<file path="src/rtl/xcvr_pkg.sv">
// Package: shared width and mode type for the bidirectional transceiver.
// Assumes: one system clock domain for all storage.
package xcvr_pkg;
    localparam int XCVR_W = 18;

    // Operating mode of one direction's storage element.
    typedef enum logic [1:0] {
        MODE_HOLD   = 2'd0,
        MODE_PASS   = 2'd1,
        MODE_STROBE = 2'd2
    } path_mode_e;
endpackage

</file>
<file path="src/rtl/bus_keeper.sv">
// Module: bus_keeper
// Models bus-hold on one port. The keeper register loads the port
// value while an external device drives it. The effective value
// handed to the data path is the live input when driven and the kept
// value when the bus floats.
// Assumes: drv and bus_in are synchronous to clk.
module bus_keeper #(
    parameter int W = 18
) (
    input  logic         clk,
    input  logic         rst_n,
    input  logic         drv,
    input  logic [W-1:0] bus_in,
    output logic [W-1:0] eff
);
    logic [W-1:0] held_q;

    // Keeper register: follow the bus while it is driven, clear on reset.
    always_ff @(posedge clk) begin
        if (!rst_n) begin
            held_q <= '0;
        end else if (drv) begin
            held_q <= bus_in;
        end
    end

    // Effective bus value: live input when driven, kept value otherwise.
    always_comb begin
        eff = drv ? bus_in : held_q;
    end
endmodule

</file>
<file path="src/rtl/path_store.sv">
// Module: path_store
// One direction's storage. It is transparent while le is 1. While le
// is 0 it holds, and it reloads when a falling transition of the
// strobe dstrb is found between two clk edges.
// Assumes: dstrb is a level sampled on clk, not a clock.
module path_store
    import xcvr_pkg::*;
#(
    parameter int W = 18
) (
    input  logic         clk,
    input  logic         rst_n,
    input  logic         le,
    input  logic         dstrb,
    input  logic [W-1:0] src,
    output logic [W-1:0] q_out
);
    logic         strb_prev_q;
    logic         strb_fall;
    logic [W-1:0] store_q;
    path_mode_e   mode;

    // Strobe history: sampled every edge, including during reset, so
    // the first edge after reset cannot report a false transition.
    always_ff @(posedge clk) begin
        strb_prev_q <= dstrb;
    end

    // Falling transition detect and mode decode.
    always_comb begin
        strb_fall = strb_prev_q & ~dstrb;
        if (le) begin
            mode = MODE_PASS;
        end else if (strb_fall) begin
            mode = MODE_STROBE;
        end else begin
            mode = MODE_HOLD;
        end
    end

    // Storage register: load in pass or strobe mode, hold otherwise.
    always_ff @(posedge clk) begin
        if (!rst_n) begin
            store_q <= '0;
        end else begin
            case (mode)
                MODE_PASS, MODE_STROBE: store_q <= src;
                default:                store_q <= store_q;
            endcase
        end
    end

    // Output select: live source while transparent, stored word otherwise.
    always_comb begin
        q_out = le ? src : store_q;
    end
endmodule

</file>
<file path="src/rtl/port_drive.sv">
// Module: port_drive
// Turns a path result and its output-enable input into a data vector
// plus a drive-enable bit. The enable polarity is fixed by ACTIVE_LOW.
// Assumes: the tri-state pad, if any, lives outside this block.
module port_drive #(
    parameter int W          = 18,
    parameter bit ACTIVE_LOW = 1'b0
) (
    input  logic         oe,
    input  logic [W-1:0] d,
    output logic [W-1:0] dout,
    output logic         en
);
    // Data passes straight through; the enable carries the drive decision.
    always_comb begin
        dout = d;
    end

    generate
        if (ACTIVE_LOW) begin : g_low
            // Enable decode for an active-low control.
            always_comb begin
                en = ~oe;
            end
        end else begin : g_high
            // Enable decode for an active-high control.
            always_comb begin
                en = oe;
            end
        end
    endgenerate
endmodule

</file>
<file path="src/rtl/bidir_bus_xcvr.sv">
// Module: bidir_bus_xcvr (top)
// Two-port transceiver with independent A-to-B and B-to-A paths. Each
// path has a bus keeper on its source, a latch/strobe storage element
// and a drive-enable decode. A-to-B enable is active high, B-to-A is
// active low.
// Assumes: all inputs are synchronous to clk; reset is synchronous.
module bidir_bus_xcvr
    import xcvr_pkg::*;
#(
    parameter int WIDTH = XCVR_W
) (
    input  logic             clk,
    input  logic             rst_n,
    input  logic [WIDTH-1:0] a_in,
    input  logic             a_ext_drv,
    input  logic [WIDTH-1:0] b_in,
    input  logic             b_ext_drv,
    input  logic             ab_le,
    input  logic             ab_clk,
    input  logic             ab_oe,
    input  logic             ba_le,
    input  logic             ba_clk,
    input  logic             ba_oe_n,
    output logic [WIDTH-1:0] b_out,
    output logic             b_out_en,
    output logic [WIDTH-1:0] a_out,
    output logic             a_out_en
);
    localparam int NDIR = 2;

    logic [WIDTH-1:0] bus_val [NDIR];
    logic             bus_drv [NDIR];
    logic [WIDTH-1:0] eff_val [NDIR];
    logic             le_v    [NDIR];
    logic             strb_v  [NDIR];
    logic             oe_v    [NDIR];
    logic [WIDTH-1:0] res_v   [NDIR];
    logic [WIDTH-1:0] dout_v  [NDIR];
    logic             en_v    [NDIR];

    // Index 0 is the A-to-B path, index 1 the B-to-A path.
    always_comb begin
        bus_val[0] = a_in;    bus_drv[0] = a_ext_drv;
        bus_val[1] = b_in;    bus_drv[1] = b_ext_drv;
        le_v[0]    = ab_le;   strb_v[0]  = ab_clk;   oe_v[0] = ab_oe;
        le_v[1]    = ba_le;   strb_v[1]  = ba_clk;   oe_v[1] = ba_oe_n;
    end

    generate
        for (genvar d = 0; d < NDIR; d++) begin : g_dir
            bus_keeper #(.W(WIDTH)) u_keep (
                .clk    (clk),
                .rst_n  (rst_n),
                .drv    (bus_drv[d]),
                .bus_in (bus_val[d]),
                .eff    (eff_val[d])
            );

            path_store #(.W(WIDTH)) u_store (
                .clk   (clk),
                .rst_n (rst_n),
                .le    (le_v[d]),
                .dstrb (strb_v[d]),
                .src   (eff_val[d]),
                .q_out (res_v[d])
            );

            port_drive #(.W(WIDTH), .ACTIVE_LOW(d == 1)) u_drv (
                .oe   (oe_v[d]),
                .d    (res_v[d]),
                .dout (dout_v[d]),
                .en   (en_v[d])
            );
        end
    endgenerate

    // Map path results onto the far-side ports.
    always_comb begin
        b_out    = dout_v[0];
        b_out_en = en_v[0];
        a_out    = dout_v[1];
        a_out_en = en_v[1];
    end
endmodule

</file>
<file path="config.mk">
export PLATFORM = sky130hd
export DESIGN_NAME = bidir_bus_xcvr
export DESIGN_NICKNAME = d
export VERILOG_FILES = /design/src/rtl/xcvr_pkg.sv /design/src/rtl/bus_keeper.sv /design/src/rtl/path_store.sv /design/src/rtl/port_drive.sv /design/src/rtl/bidir_bus_xcvr.sv
export SDC_FILE = /design/constraint.sdc
export NUM_CORES = 1
export LEC_CHECK = 0
export ABC_AREA = 1
export BUFFER_PORTS_ARGS = -buffer_cell sky130_fd_sc_hd__buf_2
export CAP_MARGIN = 0
export CORE_MARGIN = 2
export CORE_UTILIZATION = 55
export DETAILED_ROUTE_END_ITERATION = 7
export PLACE_DENSITY_LB_ADDON = 0.1
export SLEW_MARGIN = 20
export SYNTH_ARGS = -nofsm -noshare
export SYNTH_HDL_FRONTEND = slang
export SYNTH_SLANG_ARGS = --single-unit
</file>
<file path="constraint.sdc">
create_clock -name clk -period 1.87 [get_ports clk]
set_input_delay 0.374 -clock clk [delete_from_list [all_inputs] [get_ports clk]]
set_output_delay 0.374 -clock clk [all_outputs]
set_load 0.01 [all_outputs]
</file>
Yosys cells after proc, flatten, opt, wreduce, memory -nomap -nowiden
Index checks and enable logic that the tools add are counted.
Widths: inputs -> output; s select.

operators by class
  div/mod/pow operators = 0
  multiply operators = 0
  bitwise logic cells = 5
  add/subtract/negate cells = 0
  reductions and logical operators = 2
  equality and inequality tests = 4
  magnitude comparators = 0
  mux-type cells = 8
  shift-type cells = 0

operator list
  operator            number
  $mux 18             4
  $mux 2              4
  $eq 2x1->1 const B  2
  $eq 2x2->1 const B  2
  $reduce_or 2->1     2
  $not 1->1           3
  $and 1x1->1         2

storage, ports and cells
  latch bits = 0
  logic and storage cells = 25
  memory bits (read-only) = 0
  bits in registers = 74
  output and inout bits = 38
  RAM bits = 0
  memories = 0

Depth between registers and ports, before layout
Gate-level depths: netlist of run 1.

  word-level depth = 6
  mapped depth = 7

Hierarchy
From an unflattened synthesis of run 1, not the netlist that was laid out.

second synthesis, totals
  cells, all modules = 658
  area total of the unflattened synthesis = 4260.3 um^2

modules (own cells, without submodules)
  module                        sequential area each (um^2)  times used  area an instance (um^2)  cells each
  path_store                    380.4                        2           1032.2                   160
  bus_keeper                    360.3                        2           957.2                    150
  port_drive at g_dir[0].u_drv  0.0                          1           142.6                    19
  port_drive at g_dir[1].u_drv  0.0                          1           138.9                    19

Worst setup path before layout of run 1
No wires, ideal clock.

  path kind = input -> output
  start point = in b_ext_drv
  end point = out a_out[10]
  required time = 1496 ps
  stages = 6
  arrival = 1035 ps
  setup slack = 461 ps
  cells stage by stage = buf_4 inv_4 nand2_1 nand2_1 inv_1 o21ai_0

between the ends
  longest elaborated chain between the ends = 2

RTL lines
  element             line                  source
  start: declaration  bidir_bus_xcvr.sv:17  input logic b_ext_drv,
  $mux 18             bus_keeper.sv:29      eff = drv ? bus_in : held_q;
  $mux 18             path_store.sv:55      q_out = le ? src : store_q;
  end: declaration    bidir_bus_xcvr.sv:26  output logic [WIDTH-1:0] a_out,

No other way between the ends.

Worst setup path in the final report of run 1
  start point = in a_ext_drv
  end point = out b_out[3]

between the ends
  longest elaborated chain between the ends = 2

RTL lines
  element             line                  source
  start: declaration  bidir_bus_xcvr.sv:15  input logic a_ext_drv,
  $mux 18             bus_keeper.sv:29
  $mux 18             path_store.sv:55
  end: declaration    bidir_bus_xcvr.sv:24  output logic [WIDTH-1:0] b_out,

No other way between the ends.

==> results.yml, run 1 <==
floorplanning:
  row_count: 28
  die-width_um: 82.0
  start_util: 0.569
  coreArea_mm2: 0.00589
  dieArea_mm2: 0.00673
  chipHeight_um: 82.0
  ios: 84
worst_setup_path:
  reg2regPathDepth: 4
  critPathMostFrequentCell: "nand2_1"
  cp.arrival_ns: 1.33
  start_kind: "primary input"
  r2r-start: "g_dir[1].u_store.strb_prev_q"
  cpPeakStageDelay_ns: 0.28
  crit_fanout: 18
  path_class: "in2out"
  critical_path.startpoint: "a_ext_drv"
  cp.required_ns: 1.50
  endpoint_kind: "output port"
  crit_chain: "buf_2, inv_4, nand2_1, nand2_1, nand2_1, o21ai_0, buf_2"
  cpLargestDelayFamily: "buffers and inverters"
  reg2reg_slack_ns: 0.73
  path_buf_inv: 3
  critical_path.slowest_cell: "buf_2"
  r2r-end: "g_dir[1].u_store.store_q[10]"
clocking:
  h-tree-depth: 3
  post_cts_buffers: 0
  clk_pin_slew_ns: 0.07
  cts_resized: 0
  cts_buffer_depth: 2
  clk_latency_ns: 0.34
  cts_buffers: 9
  ctsRootBufferMaster: "clkbuf_8"
  holdBufCountCts: 0
  cts.sinks: 74
  cts_tree: "yes"
sta:
  fin_setup_tns_ns: 0
  final_hold_viol_count: 0
  finalCritPeriodShare: 0.910
  skew_ns: 0.00463
  max_freq_ghz: 0.588
  final-setup-viol-count: 0
  slew_viol_final: 0
  timing.hold.ws_ns: 0.148
  slew_headroom: 0.567
  worst_slew_pin_slew_ns: 0.649
  fin_crit_ns: 1.70
  rsz0062_at_grt: "false"
routing:
  first_pass_iters: 5
  postRouteAntennaNets: 0
  vias: 3284
  wl_per_cell_um: 12.1
  remaining_drc_errors: 0
  viasPerCell: 5.00
  routed_wl_mm: 7.97
  drt_iter0_drc: 70
pwr:
  sw_frac_of_total: 0.284
  pwr-share-clk: 0.320
  leakagePower_nw: 2.00
  power.switching_mw: 0.954
  ir_drop_uv: 605
  finalPower_mw: 3.36
  combPwrFrac: 0.172
  p_per_area_mw_per_mm2: 866
  p_int_mw: 2.40
  seq_power_share: 0.508
synth:
  synth_cell_types: 17
  ys_async_sr_fraction: 0
  syn_inst: 508
  synth_top_flop_cell: "dfxtp_1"
  syn-cell-area_mm2: 0.00335
  synth_commonest_cells: "nand2_1 (181), dfxtp_1 (74), nor2_1 (68), inv_1 (39)"
  synth.yosys.warnings: 0
  synth-edff-count: 0
  syn-num-nets: 554
  synth.most_common_cell: "nand2_1"
  synth-seq-cells: 74
  synthTopCellsByArea: "dfxtp_1 (44%), nand2_1 (20%), nor2_1 (7.6%)"
  yosys.area.top_type: "dfxtp_1"
  seq_area_frac_synth: 0.442
  avgSynthCellArea_um2: 6.59
  netlist.area_leader.share: 0.442
cells_and_area:
  nNetsFinal: 623
  drive_gt1_frac: 0.187
  syn2layout_area_growth_pct: 15.8
  diodes: 0
  fin_cells: 657
hold_path:
  hold_class: "in2reg"
  min-delay-start: "ba_clk"
  holdPathStages: 1
  whs_endpoint: "g_dir[1].u_store.strb_prev_q"
grt:
  antenna_found_initial: 0
  grt_usage: 0.250
  grt_pass1_wl_mm: 13.0
  grt_pass1_vias: 3079
  overflow: 0
  grt_start_max_net_pins: 41
placed_design:
  dp_hpwl_mm: 5.31
  routabilityCongestion: 0.737
  place_inst: 641
  portBuffers: 81
run_status:
  status: "completed"
flow_run:
  drv_cap: 0
-- per-stage QoR --
step / setup slack [ns] / utilization / instance area [um^2]
2_1_floorplan: 0.461 / - / 3350
3_3_place_gp: 0.192 / 0.631 / 3710
3_5_place_dp: 0.174 / 0.631 / 3710
4_1_cts: 0.177 / 0.659 / 3880
5_1_grt: 0.0515 / 0.659 / 3880
6_report: 0.168 / 0.659 / 3880
-- final cells by class --
| type | count | area, um^2 |
|---|---|---|
| multi-input cells | 361 | 1520 |
| inverters | 44 | 170 |
| well taps | 75 | 93.8 |
| fillers | 540 | 2010 |
| flip-flops and latches | 74 | 1480 |
| clock inverters | 3 | 15.0 |
| clock buffers | 13 | 149 |
| repair buffers | 87 | 450 |
-- worst reg2reg max path: cells and delay by family (launching register included) --
kind,cells,cell delay (ns)
simple gates,4,0.71
flops,1,0.33
-- power by group through the flow --
stage,logic (mW),registers (mW),clock network (mW)
3_3_place_gp,0.561,1.74,0
5_1_grt,0.661,1.71,1.16
4_1_cts,0.579,1.71,1.09
6_report,0.578,1.71,1.07
3_5_place_dp,0.575,1.74,0
2_1_floorplan,0.406,1.73,0
-- sequential cells by signal (all words and copies together) (netlist names) --
name	count
g_dir.u_keep.held_q	36
g_dir.u_store.store_q	36
g_dir.u_store.strb_prev_q	2
-- placed cells by master (no fill, tap or decap) --
| cell | instances |
|---|---|
| inv_2 | 3 |
| nor2_1 | 68 |
| nand3_1 | 36 |
| a21oi_1 | 32 |
| clkbuf_8 | 10 |
| buf_4 | 6 |
| clkinv_2 | 3 |
| o21ai_0 | 36 |
| inv_1 | 39 |
| a21oi_4 | 1 |
| clkbuf_1 | 3 |
| a21oi_2 | 1 |
| nand2_2 | 2 |
| buf_2 | 81 |
| inv_4 | 2 |
| nand4_1 | 4 |
| nand2_1 | 181 |
| dfxtp_1 | 74 |
-- how the worst max path moves through the flow --
stage,endpoint,slack [ns],depth (start not counted)
floorplan,a_out[10],0.46,6
global placement,b_out[9],0.19,7
detailed placement,b_out[17],0.17,7
CTS,b_out[9],0.18,7
global route,b_out[1],0.05,7
finish,b_out[3],0.17,7
-- kinds of logic after synthesis --
family	count (synthesis)	share of synthesized area
DFF	74	0.442
AOI/OAI and AO/OA	70	0.109
buffers and inverters	73	0.104
and+or+nand+nor	291	0.344
-- routing by layer --
layer  vias up  global-route usage  wire, um
met2        83               0.450      3910
met5         -                   0         0
met4         0               0.115       115
met1      1475               0.283      3500
li1       1714                   -         -
met3        12              0.0505       440
(Power assumes the default switching activity.)
==> run 2: changes to the inputs <==
- CELL_PAD_IN_SITES_DETAIL_PLACEMENT: default -> 1
- CELL_PAD_IN_SITES_GLOBAL_PLACEMENT: default -> 1
- CORE_UTILIZATION: 55 -> 39
- REMOVE_ABC_BUFFERS: default -> 1
==> results.yml, run 2 (synthesized netlist as in run 1, its figures left out) <==
floorplanning:
  ios: 84
  start_util: 0.405
  dieArea_mm2: 0.00934
  chipHeight_um: 96.7
  row_count: 33
  die-width_um: 96.7
  coreArea_mm2: 0.00826
cells_and_area:
  diodes: 0
  final_common_cell: "nand2_1"
  largest_registers: "g_dir.u_keep.held_q x36, g_dir.u_store.store_q x36, g_dir.u_store.strb_prev_q x2"
  syn2layout_area_growth_pct: 20.6
  final_cell_mix: "nand2_1 (181), buf_2 (81), dfxtp_1 (74)"
  postLayoutCellArea_mm2: 0.00404
  fillers: 1154
  utilization: 0.489
  drive_gt1_frac: 0.196
  nNetsFinal: 627
placed_design:
  place_area_mm2: 0.00382
  pre_cts_ws_ns: 0.195
  routabilityCongestion: 0.771
  dp_hpwl_mm: 6.53
  portBuffers: 81
worst_setup_path:
  r2r-end: "g_dir[1].u_store.store_q[15]"
  cp.arrival_ns: 1.31
  cp.required_ns: 1.50
  endpoint_kind: "output port"
  crit_fanout: 10
  path_class: "in2out"
  start_kind: "primary input"
  reg2regPathDepth: 5
  reg2reg_slack_ns: 0.76
  r2r-start: "g_dir[1].u_store.strb_prev_q"
clocking:
  cts_tree: "yes"
  post_cts_buffers: 0
  h-tree-depth: 3
  clk_pin_slew_ns: 0.09
  holdBufCountCts: 0
  cts_resized: 0
  cts.sinks: 74
  ctsRootBufferMaster: "clkbuf_8"
  cts_buffer_depth: 2
  cts_buffers: 9
  clk_latency_ns: 0.35
flow_run:
  drv_cap: 0
sta:
  final-setup-viol-count: 0
  final_hold_viol_count: 0
  max_freq_ghz: 0.594
  fin_crit_ns: 1.68
  skew_ns: 0.0106
  worst_slew_pin_slew_ns: 0.380
  fin_setup_tns_ns: 0
  slew_headroom: 0.747
  setup_ws_ns: 0.187
  rsz0062_at_grt: "false"
  finalCritPeriodShare: 0.900
  slew_viol_final: 0
pwr:
  finalPower_mw: 3.71
  sw_frac_of_total: 0.276
  p_int_mw: 2.69
  p_per_area_mw_per_mm2: 919
  ir_drop_uv: 581
  seq_power_share: 0.459
  combPwrFrac: 0.165
  power.switching_mw: 1.02
  pwr-share-clk: 0.376
  leakagePower_nw: 2.06
grt:
  grt_busiest_layer: "met2"
  antenna_found_initial: 0
  grt_pass1_vias: 3364
  overflow: 0
  grt_usage: 0.208
  grt.met3_usage: 0.0419
  grt_use_met2: 0.366
  use_met1: 0.261
  grt_start_max_net_pins: 39
  grt_pass1_wl_mm: 16.0
routing:
  postRouteAntennaNets: 0
  wl_per_cell_um: 13.7
  first_pass_iters: 7
  viasPerCell: 4.87
  routed_wl_mm: 9.45
  remaining_drc_errors: 0
  drt_iter0_drc: 87
  vias: 3368
run_status:
  status: "completed"
hold_path:
  holdPathStages: 1
  min-delay-start: "ab_clk"
  whs_endpoint: "g_dir[0].u_store.strb_prev_q"
  hold_class: "in2reg"
## run 2: power groups by stage
| stage | clock, mW | sequential (mW) | combinational, mW |
|---|---|---|---|
| detailed placement | 0 | 1.74 | 0.619 |
| CTS | 1.43 | 1.71 | 0.624 |
| global route | 1.50 | 1.71 | 0.700 |
| floorplan | 0 | 1.73 | 0.342 |
| finish | 1.39 | 1.71 | 0.612 |
| global placement | 0 | 1.74 | 0.596 |
## run 2: routing by layer
layer,routed length [um],vias up
met1,4360,1577
met4,74,0
met2,4650,61
li1,-,1722
met5,0,-
met3,372,8
## run 2: cell type report
type | count | area, um^2 | share of cell area
Multi-Input combinational cell | 361 | 1520 | 0.376
Sequential cell | 74 | 1480 | 0.367
Clock buffer | 11 | 141 | 0.0350
Tap cell | 105 | 131 | 0.0325
Inverter | 44 | 170 | 0.0421
Clock inverter | 5 | 77.6 | 0.0192
Timing Repair Buffer | 91 | 518 | 0.128
## run 2: critical path: stages
cell and delay (ns):
buf_2 0.22, buf_4 0.22, nand2_1 0.06, nand2_1 0.08, inv_1 0.05, o21ai_0 0.14, buf_2 0.15
## run 2: how the worst max path moves through the flow
stage,start,to,slack (ns),depth (start not counted)
CTS,b_ext_drv,a_out[9],0.18,7
floorplan,b_ext_drv,a_out[10],0.58,5
detailed placement,b_ext_drv,a_out[9],0.20,7
global route,b_ext_drv,a_out[1],0.03,7
global placement,b_ext_drv,a_out[5],0.21,7
finish,b_ext_drv,a_out[9],0.19,7
## run 2: through the flow
step                cells  hold WS [ns]
finish                691         0.135
global route          691         0.118
CTS                   691         0.121
detailed placement    675         0.462
global placement      675         0.455
floorplan             479         0.402
